[config.mk]
export PLATFORM = sky130hd
export DESIGN_NAME = sbclk_gen
export DESIGN_NICKNAME = d
export VERILOG_FILES = /design/src/rtl/sbclk_pkg.sv /design/src/rtl/sbclk_tick_src.sv /design/src/rtl/sbclk_phase.sv /design/src/rtl/sbclk_gen.sv
export SDC_FILE = /design/constraint.sdc
export NUM_CORES = 1
export LEC_CHECK = 0
export BUFFER_PORTS_ARGS = -buffer_cell sky130_fd_sc_hd__buf_2
export CORE_MARGIN = 3
export CORE_UTILIZATION = 44
export DETAILED_ROUTE_END_ITERATION = 12
export GPL_ROUTABILITY_DRIVEN = 0
export PLACE_DENSITY_LB_ADDON = 0.08
export SKIP_CTS_REPAIR_TIMING = 1
export SYNTH_ARGS = -nofsm -noshare
export SYNTH_HDL_FRONTEND = slang
export SYNTH_HIERARCHICAL = 1
export SYNTH_SLANG_ARGS = --single-unit
[constraint.sdc]
create_clock -name clk -period 8.5 [get_ports clk]
set_clock_uncertainty 0.2 [all_clocks]
set_input_delay 1.7 -clock clk [delete_from_list [all_inputs] [get_ports clk]]
set_output_delay 1.7 -clock clk [all_outputs]
set_load 0.01 [all_outputs]
[src/rtl/sbclk_pkg.sv]
package sbclk_pkg;

  // Number of ticks the internal phase spends high for divide value g.
  function automatic logic [15:0] hi_len_f(input logic [15:0] g);
    if (g == 16'd0)   return 16'd1;
    else if (g[0])    return (g + 16'd1) >> 1;
    else              return (g >> 1) + 16'd1;
  endfunction

  // Number of ticks the internal phase spends low for divide value g.
  function automatic logic [15:0] lo_len_f(input logic [15:0] g);
    if (g == 16'd0)   return 16'd1;
    else if (g[0])    return (g + 16'd1) >> 1;
    else              return g >> 1;
  endfunction

endpackage

[src/rtl/sbclk_tick_src.sv]
module sbclk_tick_src #(
  parameter int SYNC_STAGES = 2
) (
  input  logic clk,
  input  logic rst_n,
  input  logic ext_clk,
  input  logic sel_sys,
  output logic tick
);
  logic [SYNC_STAGES-1:0] sync_q;
  logic                   ext_prev_q;
  logic                   half_q;
  logic                   ext_edge;

  always_ff @(posedge clk or negedge rst_n) begin
    if (!rst_n) begin
      sync_q     <= '0;
      ext_prev_q <= 1'b0;
      half_q     <= 1'b0;
    end else begin
      sync_q     <= {sync_q[SYNC_STAGES-2:0], ext_clk};
      ext_prev_q <= sync_q[SYNC_STAGES-1];
      half_q     <= ~half_q;
    end
  end

  assign ext_edge = sync_q[SYNC_STAGES-1] & ~ext_prev_q;
  assign tick     = sel_sys ? half_q : ext_edge;

  AST_EXT_EDGE_SINGLE: assert property (@(posedge clk) disable iff (!rst_n)
    ext_edge |=> !ext_edge);
  AST_SYS_TICK_ALT: assert property (@(posedge clk) disable iff (!rst_n)
    (tick && sel_sys) |=> (!tick || !sel_sys));

endmodule

[src/rtl/sbclk_phase.sv]
module sbclk_phase
  import sbclk_pkg::*;
#(
  parameter int DIV_W = 8
) (
  input  logic             clk,
  input  logic             rst_n,
  input  logic             tick,
  input  logic [DIV_W-1:0] sh_div,
  input  logic             sh_src,
  input  logic             sh_pol,
  output logic             act_src,
  output logic             bclk_o,
  output logic             rise_stb_o,
  output logic             fall_stb_o
);
  localparam int CNT_W = DIV_W;

  logic             hi_q, act_pol_q, act_src_q, out_q, rise_q, fall_q;
  logic [DIV_W-1:0] act_div_q;
  logic [CNT_W-1:0] cnt_q;

  logic             phase_end, start_hi, start_lo;
  logic             nxt_hi, nxt_pol, nxt_src, nxt_out;
  logic [DIV_W-1:0] nxt_div;
  logic [CNT_W-1:0] nxt_cnt;

  assign phase_end = tick && (cnt_q == '0);
  assign start_hi  = phase_end && !hi_q;
  assign start_lo  = phase_end && hi_q;

  always_comb begin
    nxt_hi  = phase_end ? !hi_q : hi_q;
    nxt_pol = start_hi ? sh_pol : act_pol_q;
    nxt_src = start_hi ? sh_src : act_src_q;
    nxt_div = start_hi ? sh_div : act_div_q;
    if (start_hi)
      nxt_cnt = CNT_W'(hi_len_f(16'(sh_div)) - 16'd1);
    else if (start_lo)
      nxt_cnt = CNT_W'(lo_len_f(16'(act_div_q)) - 16'd1);
    else if (tick)
      nxt_cnt = cnt_q - 1'b1;
    else
      nxt_cnt = cnt_q;
    nxt_out = nxt_hi ^ nxt_pol;
  end

  always_ff @(posedge clk or negedge rst_n) begin
    if (!rst_n) begin
      hi_q      <= 1'b0;
      cnt_q     <= '0;
      act_div_q <= '0;
      act_src_q <= 1'b1;
      act_pol_q <= 1'b0;
      out_q     <= 1'b0;
      rise_q    <= 1'b0;
      fall_q    <= 1'b0;
    end else begin
      hi_q      <= nxt_hi;
      cnt_q     <= nxt_cnt;
      act_div_q <= nxt_div;
      act_src_q <= nxt_src;
      act_pol_q <= nxt_pol;
      out_q     <= nxt_out;
      rise_q    <= nxt_out & ~out_q;
      fall_q    <= ~nxt_out & out_q;
    end
  end

  assign act_src    = act_src_q;
  assign bclk_o     = out_q;
  assign rise_stb_o = rise_q;
  assign fall_stb_o = fall_q;

  AST_PHASE_ON_TICK: assert property (@(posedge clk) disable iff (!rst_n)
    !tick |=> $stable(hi_q));
  AST_CNT_IN_RANGE: assert property (@(posedge clk) disable iff (!rst_n)
    16'(cnt_q) < hi_len_f(16'(act_div_q)));
  AST_CFG_HELD_MID_PHASE: assert property (@(posedge clk) disable iff (!rst_n)
    (!start_hi) |=> $stable(act_div_q) && $stable(act_pol_q));
  AST_RISE_MATCHES_LEVEL: assert property (@(posedge clk) disable iff (!rst_n)
    rise_stb_o |-> (bclk_o && !$past(bclk_o)));
  AST_FALL_MATCHES_LEVEL: assert property (@(posedge clk) disable iff (!rst_n)
    fall_stb_o |-> (!bclk_o && $past(bclk_o)));
  AST_STB_EXCLUSIVE: assert property (@(posedge clk) disable iff (!rst_n)
    !(rise_stb_o && fall_stb_o));
  AST_MIN_PERIOD: assert property (@(posedge clk) disable iff (!rst_n)
    rise_stb_o |=> !rise_stb_o);
  AST_POL_LEVEL: assert property (@(posedge clk) disable iff (!rst_n)
    bclk_o == (hi_q ^ act_pol_q));

endmodule

[src/rtl/sbclk_gen.sv]
module sbclk_gen #(
  parameter int DIV_W       = 8,
  parameter int SYNC_STAGES = 2
) (
  input  logic             clk,
  input  logic             rst_n,
  input  logic             ext_clk,
  input  logic             cfg_we,
  input  logic [DIV_W-1:0] cfg_div,
  input  logic             cfg_src,
  input  logic             cfg_pol,
  output logic             bclk_o,
  output logic             rise_stb_o,
  output logic             fall_stb_o
);
  logic [DIV_W-1:0] sh_div_q;
  logic             sh_src_q, sh_pol_q;
  logic             act_src, tick;

  always_ff @(posedge clk or negedge rst_n) begin
    if (!rst_n) begin
      sh_div_q <= '0;
      sh_src_q <= 1'b1;
      sh_pol_q <= 1'b0;
    end else if (cfg_we) begin
      sh_div_q <= cfg_div;
      sh_src_q <= cfg_src;
      sh_pol_q <= cfg_pol;
    end
  end

  sbclk_tick_src #(.SYNC_STAGES(SYNC_STAGES)) tick_i (
    .clk     (clk),
    .rst_n   (rst_n),
    .ext_clk (ext_clk),
    .sel_sys (act_src),
    .tick    (tick)
  );

  sbclk_phase #(.DIV_W(DIV_W)) phase_i (
    .clk        (clk),
    .rst_n      (rst_n),
    .tick       (tick),
    .sh_div     (sh_div_q),
    .sh_src     (sh_src_q),
    .sh_pol     (sh_pol_q),
    .act_src    (act_src),
    .bclk_o     (bclk_o),
    .rise_stb_o (rise_stb_o),
    .fall_stb_o (fall_stb_o)
  );

  AST_IDLE_IN_RESET: assert property (@(posedge clk)
    !rst_n |-> (!bclk_o && !rise_stb_o && !fall_stb_o));

endmodule

==> impl_metrics.toml <==
[status]
outcome = "completed"

[global_routing]
use_met1 = 0.243
grt_pass1_vias = 1444
grt_pass1_wl_um = 7150
grt_remaining_overflow = 0
grt_use_met3 = 0.0419
antenna_found_initial = 0
track_usage = 0.174
grt_max_degree = 37
grt.busiest_layer = "met2"
grtUsageMet2 = 0.265

[timing]
max_freq_ghz = 0.260
worstMarginPinSlew_ns = 0.879
post-route-period-util = 0.453
rsz0062_at_grt = "false"
finalMaxSlewViolations = 0
setup_viol = 0
finalSetupTns_ns = 0
finalCriticalPeriod_ns = 3.85
slew-limit-headroom = 0.414
hold_ws_ns = 0.159
finalHoldViolCount = 0

[logic_synthesis]
synthCells = 192
synth_top_area_share = 0.418
async_reset_ff_frac = 1.00
syn_area_mm2 = 0.00203
yosysWarnings = 6
synth-seq-area-share = 0.444
synth_edf_count = 0
synth_top_area_cell = "dfrtp_1"
synth_area_leaders = "dfrtp_1 (42%), mux2_4 (7.4%), ha_1 (3.7%)"
ys.flop_type = "dfrtp_1"
yosys.cell_types.count = 48
syn_area_per_cell_um2 = 10.6
ys_ff_latch = 36
synth.net_count = 212

[flow_run]
maxCapViolations = 0

[setup_path]
cp.arrival_ns = 3.84
r2r_slack_ns = 4.65
timing.rr.start = "phase_i/cnt_q[6]"
endpoint_kind = "register"
r2r.worst_path.cells = 10
reg2reg_to = "phase_i/cnt_q[6]"
critPathRequiredTime_ns = 8.49
critPathLaunch = "phase_i/cnt_q[6]"
path_class = "reg -> reg"
path_max_fanout = 25
cp-start-kind = "register"
critPathCapture = "phase_i/cnt_q[6]"

[cts]
cts.sinks = 36
clockRootBuffer = "clkbuf_8"
clockBufferDepth = 2
path_clk_slew_ns = 0.06
cts_buffers = 5
cts_tree = "done"
clk_latency_ns = 0.29
htree_levels = 2

[die]
dieArea_mm2 = 0.00547
ios = 17
die_h_um = 74.0
core_area_mm2 = 0.00441
die_w_um = 74.0
rows = 24
start_util = 0.461

[power]
p_leak_nw = 0.945
powerDensity_mw_per_mm2 = 211
irDropWorstVdd_mv = 0.120

[finish]
syn2layout_area_growth_pct = 8.98
final_area_mm2 = 0.00222
fillers = 420
drive_gt1_frac = 0.231
fin_cells = 260
nets = 227
fin_util = 0.502
antennaDiodeCount = 0

[hold_path]
hold_class = "reg -> reg"
hold_path_depth = 0

[drt]
vias_per_cell = 5.60
wl_per_cell_um = 16.1
dr.pass1.iters = 4
vias = 1456
antenna_left = 0
drc = 0
drt-initial-drc-count = 72
routed_wl_um = 4190

[placement]
place_inst = 252
place_area_mm2 = 0.00212
place_hpwl_um = 3160
io_buffer_count = 16
[through the flow]
stage          worst slack, ns  total power, mW
2_1_floorplan             5.37            0.313
3_3_place_gp              4.71            0.346
3_5_place_dp              4.67            0.348
4_1_cts                   4.64            0.474
5_1_grt                   4.31            0.498
6_report                  4.65            0.469
[power breakdown]
| part | internal, mW | switching, mW | total [mW] |
|---|---|---|---|
| clock network | 0.0658 | 0.0574 | 0.123 |
| logic | 0.0565 | 0.0600 | 0.117 |
| registers | 0.199 | 0.0303 | 0.229 |
| total | 0.321 | 0.148 | 0.469 |
[synth_stat cells, types with 3 or more instances]
master    count
dfrtp_1      34
nor2_1       15
nand2_1      14
inv_1        12
mux2_4       10
xnor2_1       7
ha_1          6
mux2_2        6
nor4_1        6
o21ai_0       6
nand3_1       5
xor2_1        5
a21oi_1       4
nand2b_1      4
nor3_1        4
and2_1        3
buf_2         3
buf_6         3
nand4_1       3
o21a_1        3
or3_1         3
[per-layer routing]
metal	share of wire	wire length [um]
met1	0.48	2030
met2	0.46	1930
met3	0.040	166
met4	0.014	59
met5	0	0
[cell type report]
cell class	instances	area, um2	share of cell area
Clock inverter	1	7.51	0.00339
Tap cell	52	65.1	0.0294
Sequential cell	36	903	0.408
Timing Repair Buffer	16	80.1	0.0361
Inverter	12	45.0	0.0203
Clock buffer	7	86.3	0.0390
Multi-Input combinational cell	136	1030	0.464
[state kept, by name (all words and copies together) (netlist names), 2 cells and up]
register,flops
phase_i/act_div_q,8
phase_i/cnt_q,8
sh_div_q,8
tick_i/sync_q,2
[cell usage in the layout (no fill, tap or decap), types with 3 or more instances in the layout]
cell / Yosys / layout
mux2_4: 10 / 10
buf_2: 3 / 16
xnor2_1: 7 / 7
nand3_1: 5 / 5
nor4_1: 6 / 6
nand2b_1: 4 / 4
nor3_1: 4 / 4
clkbuf_8: 0 / 6
nand4_1: 3 / 3
nand2_1: 14 / 14
inv_1: 12 / 12
mux2_2: 6 / 6
nor2_1: 15 / 15
or3_1: 3 / 3
dfrtp_1: 34 / 34
o21ai_0: 6 / 6
o21a_1: 3 / 3
ha_1: 6 / 6
a21oi_1: 4 / 4
xor2_1: 5 / 5
and2_1: 3 / 3
[cell families after synthesis]
| kind of cell | Yosys count | share of synthesized area |
|---|---|---|
| buffers and inverters | 20 | 0.0498 |
| AND/OR/NAND/NOR | 67 | 0.178 |
| flip-flops | 36 | 0.444 |
| adder cells (fa/ha/maj) | 6 | 0.0369 |
| AO/OA/AOI/OAI | 33 | 0.122 |
| multiplexers | 18 | 0.117 |
| XOR/XNOR | 12 | 0.0517 |
[worst min-delay path by stage]
stage	start	endpoint
after global placement	tick_i/sync_q[0]	tick_i/sync_q[1]
after global routing	tick_i/sync_q[0]	tick_i/sync_q[1]
after detailed placement	tick_i/sync_q[0]	tick_i/sync_q[1]
final	tick_i/sync_q[0]	tick_i/sync_q[1]
after floorplan	tick_i/sync_q[0]	tick_i/sync_q[1]
after CTS	tick_i/sync_q[0]	tick_i/sync_q[1]
[worst max-delay path, stage by stage (launching register included)]
cell and delay (ns):
dfrtp_1 0.40, nor4_1 0.27, nand3b_1 0.11, nor4_1 0.27, ha_1 0.81, nand2b_1 0.24, a31o_2 0.19, o221ai_1 0.27
or4b_4 0.59, o21a_1 0.18, o31ai_1 0.22
No activity file was read; power rests on OpenSTA's default activity.
